--- src/rtl/tap_pkg.sv ---
`timescale 1ns/1ps
package tap_pkg;

  typedef enum logic [3:0] {
    ST_RESET  = 4'd0,
    ST_IDLE   = 4'd1,
    ST_SEL_DR = 4'd2,
    ST_CAP_DR = 4'd3,
    ST_SH_DR  = 4'd4,
    ST_EX1_DR = 4'd5,
    ST_PAU_DR = 4'd6,
    ST_EX2_DR = 4'd7,
    ST_UPD_DR = 4'd8,
    ST_SEL_IR = 4'd9,
    ST_CAP_IR = 4'd10,
    ST_SH_IR  = 4'd11,
    ST_EX1_IR = 4'd12,
    ST_PAU_IR = 4'd13,
    ST_EX2_IR = 4'd14,
    ST_UPD_IR = 4'd15
  } tap_state_t;

  // Controller transition for one rising edge, given the mode-select bit.
  function automatic tap_state_t tap_next(input tap_state_t cur, input logic m);
    tap_state_t n;
    case (cur)
      ST_RESET:  n = m ? ST_RESET  : ST_IDLE;
      ST_IDLE:   n = m ? ST_SEL_DR : ST_IDLE;
      ST_SEL_DR: n = m ? ST_SEL_IR : ST_CAP_DR;
      ST_CAP_DR: n = m ? ST_EX1_DR : ST_SH_DR;
      ST_SH_DR:  n = m ? ST_EX1_DR : ST_SH_DR;
      ST_EX1_DR: n = m ? ST_UPD_DR : ST_PAU_DR;
      ST_PAU_DR: n = m ? ST_EX2_DR : ST_PAU_DR;
      ST_EX2_DR: n = m ? ST_UPD_DR : ST_SH_DR;
      ST_UPD_DR: n = m ? ST_SEL_DR : ST_IDLE;
      ST_SEL_IR: n = m ? ST_RESET  : ST_CAP_IR;
      ST_CAP_IR: n = m ? ST_EX1_IR : ST_SH_IR;
      ST_SH_IR:  n = m ? ST_EX1_IR : ST_SH_IR;
      ST_EX1_IR: n = m ? ST_UPD_IR : ST_PAU_IR;
      ST_PAU_IR: n = m ? ST_EX2_IR : ST_PAU_IR;
      ST_EX2_IR: n = m ? ST_UPD_IR : ST_SH_IR;
      default:   n = m ? ST_SEL_DR : ST_IDLE;
    endcase
    return n;
  endfunction

  // True in the two states that drive the serial output.
  function automatic logic tap_is_shift(input tap_state_t s);
    return (s == ST_SH_DR) || (s == ST_SH_IR);
  endfunction

endpackage

--- src/rtl/tap_fsm.sv ---
`timescale 1ns/1ps
module tap_fsm
  import tap_pkg::*;
(
  input  logic       tck,
  input  logic       trst_n,
  input  logic       tms,
  output tap_state_t state
);

  always_ff @(posedge tck or negedge trst_n) begin
    if (!trst_n) state <= ST_RESET;
    else         state <= tap_next(state, tms);
  end

endmodule

--- src/rtl/tap_ir.sv ---
`timescale 1ns/1ps
module tap_ir #(
  parameter int              IR_W      = 3,
  parameter logic [IR_W-1:0] CODE_BYP  = 3'b110,
  parameter logic [IR_W-1:0] CODE_CAPT = 3'b001
) (
  input  logic            tck,
  input  logic            trst_n,
  input  logic            tdi,
  input  logic            in_reset,
  input  logic            cap,
  input  logic            shift,
  input  logic            upd,
  output logic [IR_W-1:0] ir_sh,
  output logic [IR_W-1:0] ir_q
);

  // Shift stage: LSB leaves toward the serial output first.
  always_ff @(posedge tck or negedge trst_n) begin
    if (!trst_n)    ir_sh <= CODE_CAPT;
    else if (cap)   ir_sh <= CODE_CAPT;
    else if (shift) ir_sh <= {tdi, ir_sh[IR_W-1:1]};
  end

  // Active instruction.
  always_ff @(posedge tck or negedge trst_n) begin
    if (!trst_n)       ir_q <= CODE_BYP;
    else if (in_reset) ir_q <= CODE_BYP;
    else if (upd)      ir_q <= ir_sh;
  end

endmodule

--- src/rtl/tap_dr.sv ---
`timescale 1ns/1ps
module tap_dr #(
  parameter int DR_W = 8
) (
  input  logic            tck,
  input  logic            trst_n,
  input  logic            tdi,
  input  logic            cap,
  input  logic            shift,
  input  logic            upd,
  input  logic            sel_user,
  input  logic [DR_W-1:0] cap_data,
  output logic [DR_W-1:0] usr_sh,
  output logic            byp_q,
  output logic [DR_W-1:0] upd_data
);

  logic [DR_W-1:0] usr_shifted;

  generate
    if (DR_W == 1) begin : g_one
      assign usr_shifted = tdi;
    end else begin : g_many
      assign usr_shifted = {tdi, usr_sh[DR_W-1:1]};
    end
  endgenerate

  always_ff @(posedge tck or negedge trst_n) begin
    if (!trst_n)                 usr_sh <= '0;
    else if (cap && sel_user)    usr_sh <= cap_data;
    else if (shift && sel_user)  usr_sh <= usr_shifted;
  end

  always_ff @(posedge tck or negedge trst_n) begin
    if (!trst_n)                 byp_q <= 1'b0;
    else if (cap && !sel_user)   byp_q <= 1'b0;
    else if (shift && !sel_user) byp_q <= tdi;
  end

  always_ff @(posedge tck or negedge trst_n) begin
    if (!trst_n)              upd_data <= '0;
    else if (upd && sel_user) upd_data <= usr_sh;
  end

endmodule

--- src/rtl/jtag_tap_user.sv ---
`timescale 1ns/1ps
module jtag_tap_user
  import tap_pkg::*;
#(
  parameter int              IR_W      = 3,
  parameter int              DR_W      = 8,
  parameter logic [IR_W-1:0] CODE_BYP  = 3'b110,
  parameter logic [IR_W-1:0] CODE_USER = 3'b010,
  parameter logic [IR_W-1:0] CODE_CAPT = 3'b001
) (
  input  logic            tck,
  input  logic            trst_n,
  input  logic            tms,
  input  logic            tdi,
  output logic            tdo,
  output logic            tdo_oe,
  input  logic [DR_W-1:0] user_cap_i,
  output logic [DR_W-1:0] user_upd_o
);

  tap_state_t      st;
  logic [IR_W-1:0] ir_q, ir_sh;
  logic [DR_W-1:0] usr_sh;
  logic            byp_q;

  // Named controller events.
  logic ev_reset, ev_cap_ir, ev_sh_ir, ev_upd_ir;
  logic ev_cap_dr, ev_sh_dr, ev_upd_dr, sel_user, out_bit;

  assign ev_reset  = (st == ST_RESET);
  assign ev_cap_ir = (st == ST_CAP_IR);
  assign ev_sh_ir  = (st == ST_SH_IR);
  assign ev_upd_ir = (st == ST_UPD_IR);
  assign ev_cap_dr = (st == ST_CAP_DR);
  assign ev_sh_dr  = (st == ST_SH_DR);
  assign ev_upd_dr = (st == ST_UPD_DR);
  assign sel_user  = (ir_q == CODE_USER);

  tap_fsm u_fsm (
    .tck(tck), .trst_n(trst_n), .tms(tms), .state(st)
  );

  tap_ir #(.IR_W(IR_W), .CODE_BYP(CODE_BYP), .CODE_CAPT(CODE_CAPT)) u_ir (
    .tck(tck), .trst_n(trst_n), .tdi(tdi), .in_reset(ev_reset),
    .cap(ev_cap_ir), .shift(ev_sh_ir), .upd(ev_upd_ir),
    .ir_sh(ir_sh), .ir_q(ir_q)
  );

  tap_dr #(.DR_W(DR_W)) u_dr (
    .tck(tck), .trst_n(trst_n), .tdi(tdi),
    .cap(ev_cap_dr), .shift(ev_sh_dr), .upd(ev_upd_dr), .sel_user(sel_user),
    .cap_data(user_cap_i), .usr_sh(usr_sh), .byp_q(byp_q), .upd_data(user_upd_o)
  );

  assign out_bit = ev_sh_ir ? ir_sh[0] : (sel_user ? usr_sh[0] : byp_q);

  // Output stage on the falling edge.
  always_ff @(negedge tck or negedge trst_n) begin
    if (!trst_n) begin
      tdo    <= 1'b0;
      tdo_oe <= 1'b0;
    end else begin
      tdo_oe <= tap_is_shift(st);
      if (tap_is_shift(st)) tdo <= out_bit;
    end
  end

endmodule

--- config.mk ---
export PLATFORM = sky130hd
export DESIGN_NAME = jtag_tap_user
export DESIGN_NICKNAME = d
export VERILOG_FILES = /design/src/rtl/tap_pkg.sv /design/src/rtl/tap_fsm.sv /design/src/rtl/tap_ir.sv /design/src/rtl/tap_dr.sv /design/src/rtl/jtag_tap_user.sv
export SDC_FILE = /design/constraint.sdc
export NUM_CORES = 1
export LEC_CHECK = 0
export ABC_AREA = 1
export CAP_MARGIN = 20
export CORE_ASPECT_RATIO = 1.4
export CORE_UTILIZATION = 30
export DETAILED_ROUTE_END_ITERATION = 7
export GPL_TIMING_DRIVEN = 0
export MAX_ROUTING_LAYER = met4
export PLACE_DENSITY_LB_ADDON = 0.1
export REMOVE_ABC_BUFFERS = 1
export SLEW_MARGIN = 0
export SYNTH_ARGS = -nofsm -noshare
export SYNTH_HDL_FRONTEND = slang
export SYNTH_HIERARCHICAL = 1
export SYNTH_SLANG_ARGS = --single-unit
--- constraint.sdc ---
create_clock -name tck -period 1.6 [get_ports tck]
set_input_delay 0.16 -clock tck [delete_from_list [all_inputs] [get_ports tck]]
set_output_delay 0.16 -clock tck [all_outputs]
set_load 0.005 [all_outputs]
**After elaboration in Yosys (flattened, before gate mapping)**

Cells that the tools add are included.
Widths: inputs -> output; s select.

- Register bits after elaboration: 29
- Bits in latches: 0
- RAM bits: 0
- Bits in read-only memories: 0
- Input port bits: 12
- Output and inout bits: 10
- Word-level logic and storage cells: 60
- Memories: 0

- Add/subtract/negate cells: 0
- Multipliers: 0
- Div/mod/pow operators: 0
- Magnitude comparators: 0
- Equality and inequality tests: 15
- Shift operators: 0
- Mux-type cells: 23
- Bitwise gates (word level): 0
- Reduce and logical (&&, ||, !) cells: 14

Operators by type and width:

| cell | number |
|---|---|
| $pmux 4 s11 | 1 |
| $eq 4x4->1 const B | 8 |
| $mux 3 | 6 |
| $eq 4x3->1 const B | 4 |
| $mux 4 | 4 |
| $mux 8 | 2 |
| $eq 4x2->1 const B | 2 |
| $reduce_bool 2->1 | 4 |
| $mux 1 | 7 |
| $mux 2 | 3 |
| $logic_and 1x1->1 | 5 |
| $logic_not 4->1 | 1 |
| $reduce_or 2->1 | 2 |
| $eq 3x2->1 const B | 1 |
| $logic_not 1->1 | 1 |
| $logic_or 1x1->1 | 1 |

**Depth between registers and ports, before layout**

- Depth in word-level cells: 5
- Gate-level depth with buffers: 9
- Depth with buffers taken out: 9

**Hierarchy**

Netlist, hierarchy kept.

By module, submodules not included:

| module | instances | cells each | area an instance (um2) |
|---|---|---|---|
| tap_dr | 1 | 103 | 793.3 |
| tap_fsm | 1 | 69 | 382.9 |
| tap_ir | 1 | 28 | 249.0 |
| jtag_tap_user | 1 | 36 | 195.2 |

==> out/results.tsv <==
metric	value	unit
outcome	finished, violations left	
failing checks	setup timing	
Clock Power Share	0.145	
# DRC	0	
RSZ-0062 raised after global routing	true	
Internal	2.351	mW
via count	1531	
Die Y	88.96	um
startpoint types	register	
Crit. Startpoint	u_fsm/state[0]	
drt wl/cell	11.25	um
Core Box Area	5197	um^2
Syn. warnings	6	
VDD IR max	0.0006977	V
TritonCTS clock tree	yes	
Sw Share	0.4082	
dpl hpwl	2616	um
DRT iter0 DRCs	76	
Setup WS post-layout	-0.2509	ns
Worst Setup End Kind	register	
Critical Path Max Stage Delay	0.42	ns
io pins	22	
Clock Latency Late Sink	0.28	ns
number of flops mapped to enable cells by yosys	0	
Final Hold Fails	0	
r2r setup slk	-0.25	ns
min-delay src	u_ir/ir_q[2]	
Async SR Flop Fraction	1.000	
vias per std cell	4.387	
cell count after synthesis	236	
GRT Util Overall	0.1568	
Syn-to-layout area delta	38.07	%
Inserted Clock Buffers	5	
cell area after synthesis	1620	um^2
Max Cap Viol	0	
worst path bufs/invs	2	
# nets final	294	
Die ar.	5703	um^2
# diodes	0	
Avg Inst Size Synth	6.866	um^2
commonest non-fill, non-tap cell in the layout	nand2_1	
WHS	0.4654	ns
layout cells sized above 1	0.2261	
initial antenna violation count	0	
Setup Viol. Count Final	8	
largest delay contributor family on the critical path	flip-flops	
number of port buffers	21	
CTS H-tree lvls	2	
count of pins over their slew limit	0	
Post-Place Cells	320	
most frequent cells in the layout	nand2_1, inv_1, nand3_1	
Distinct cells, synth	20	
worst-case clock buffer depth	2	
worst-margin pin slew	0.4885	ns
Worst R2R Start	u_fsm/state[0]	
final wirelength	3926	um
critical path's slowest cell	dfrtp_2	
Lkg Pwr	1.203	nW
Seq cells post-synth	29	
Critical Path AT	1.18	ns
Synth Flop Type	dfrtp_1	
Clock Sinks	29	
CP max FO	3	
CP Cell Sequence	buf_6, nor2_4, nand2_2, nand2_2, nand2_1, inv_1, nand2_1, nand2_1	
pwr dens	1776	nW/um^2
pin count of the biggest net entering global routing	25	
root buf cell	clkbuf_8	
crit path to	tdo	
critical path class	register to register	
CP required	0.93	ns
drt pass-1 iters	5	
reg2reg path depth	8	
Worst path depth	8	
Worst R2R End	tdo	
Final Instance Count excl. Fillers	349	
clk_skew	0.01300	ns
Congestion Overflow GR	0	
die width	64.11	um
GP Congestion	0.8137	
Row Count	31	
Clk pin slew, worst setup/hold paths	0.06	ns
Seq pwr share	0.339	
first-pass GRT wire length	6520	um
Sw Pwr	1.622	mW
sequential element share of the synthesized area	0.4502	
Crit path top cell by count	nand2_1	
worst rel slew slack	0.6718	
Placement Setup Slack	-0.7297	ns
Initial Util	0.3117	
Comb pwr share	0.516	
Antenna Nets Post-Route	0	
vias in the first global route	1523	
Hold WC Path Type	register to register	
power by group through the flow:
stage | Clock (mW) | Sequential, mW | Combinational, mW
4_1_cts | 0.609 | 1.35 | 1.90
6_report | 0.576 | 1.35 | 2.05
5_1_grt | 0.637 | 1.39 | 2.30
3_3_place_gp | 0 | 1.43 | 1.50
3_5_place_dp | 0 | 1.43 | 1.51
2_1_floorplan | 0 | 1.37 | 0.999
state kept, by name, summed over array words and instances (netlist names):
signal and cells:
tdo 1, tdo_oe 1, u_dr/byp_q 1, u_dr/upd_data 8, u_dr/usr_sh 8, u_fsm/state 4, u_ir/ir_q 3, u_ir/ir_sh 3
routing by layer:
layer	global-route usage	part of all wire	routed length, um
met1	0.1501	0.42	1659
met2	0.2988	0.52	2041
met3	0.03189	0.031	121
met4	0.07475	0.026	102
met5	-	0	0
metrics by stage:
| step | cell area, um^2 | power, mW | utilization | TNS [ns] |
|---|---|---|---|---|
| 2_1_floorplan | 1592 | 2.366 | - | -3.471 |
| 3_3_place_gp | 1884 | 2.923 | 0.3625 | -18.39 |
| 3_5_place_dp | 1887 | 2.932 | 0.3630 | -6.137 |
| 4_1_cts | 2141 | 3.852 | 0.4119 | -2.698 |
| 5_1_grt | 2237 | 4.322 | 0.4304 | -1.448 |
| 6_report | 2237 | 3.973 | 0.4304 | -0.7456 |
tightest hold or removal path, delay by kind of cell (launching register included):
| kind | cells | cell delay (ns) |
|---|---|---|
| DFF | 1 | 0.37 |
| and+or+nand+nor | 2 | 0.10 |
cell usage after synthesis (4+ instances only):
library cell | count | share of area
nor2_1 | 18 | 0.042
dfrtp_1 | 24 | 0.37
nand2_1 | 91 | 0.21
o21ai_0 | 10 | 0.031
inv_2 | 5 | 0.012
nand3_1 | 23 | 0.071
inv_1 | 34 | 0.079
nor2_2 | 4 | 0.015
nand2_2 | 6 | 0.023
cell type report:
type | count | area, um^2
inverter | 39 | 151.4
fill | 565 | 2960
multi-input combinational | 164 | 792.0
sequential | 29 | 734.5
tap | 66 | 82.58
timing repair buffer | 43 | 394.1
clock inverter | 2 | 10.01
clock buffer | 6 | 72.57
worst min-delay path by stage:
stage,slack (ns),to,depth (start not counted)
finish,0.47,u_ir/ir_q[2],2
global route,0.49,u_ir/ir_q[1],2
CTS,0.47,u_ir/ir_q[2],2
detailed placement,0.25,u_dr/upd_data[7],1
global placement,0.46,u_ir/ir_q[0],2
floorplan,-0.14,u_dr/byp_q,0
kinds of logic after synthesis:
kind of cell,after synthesis,synth area share
AO/OA/AOI/OAI,14,0.04479
buffers and inverters,43,0.1081
flip-flops,29,0.4502
AND/OR/NAND/NOR,150,0.3969
repair_timing:
action / in CTS / in global routing
gates resized for setup: 25 / 12
hold buffers: 2 / 0
pin swaps: 5 / 3
endpoints found under the hold margin: 24 / 0
buffers inserted: 14 / 5
endpoints found under the setup margin: 13 / 14
No activity file was read; power rests on OpenSTA's default activity.
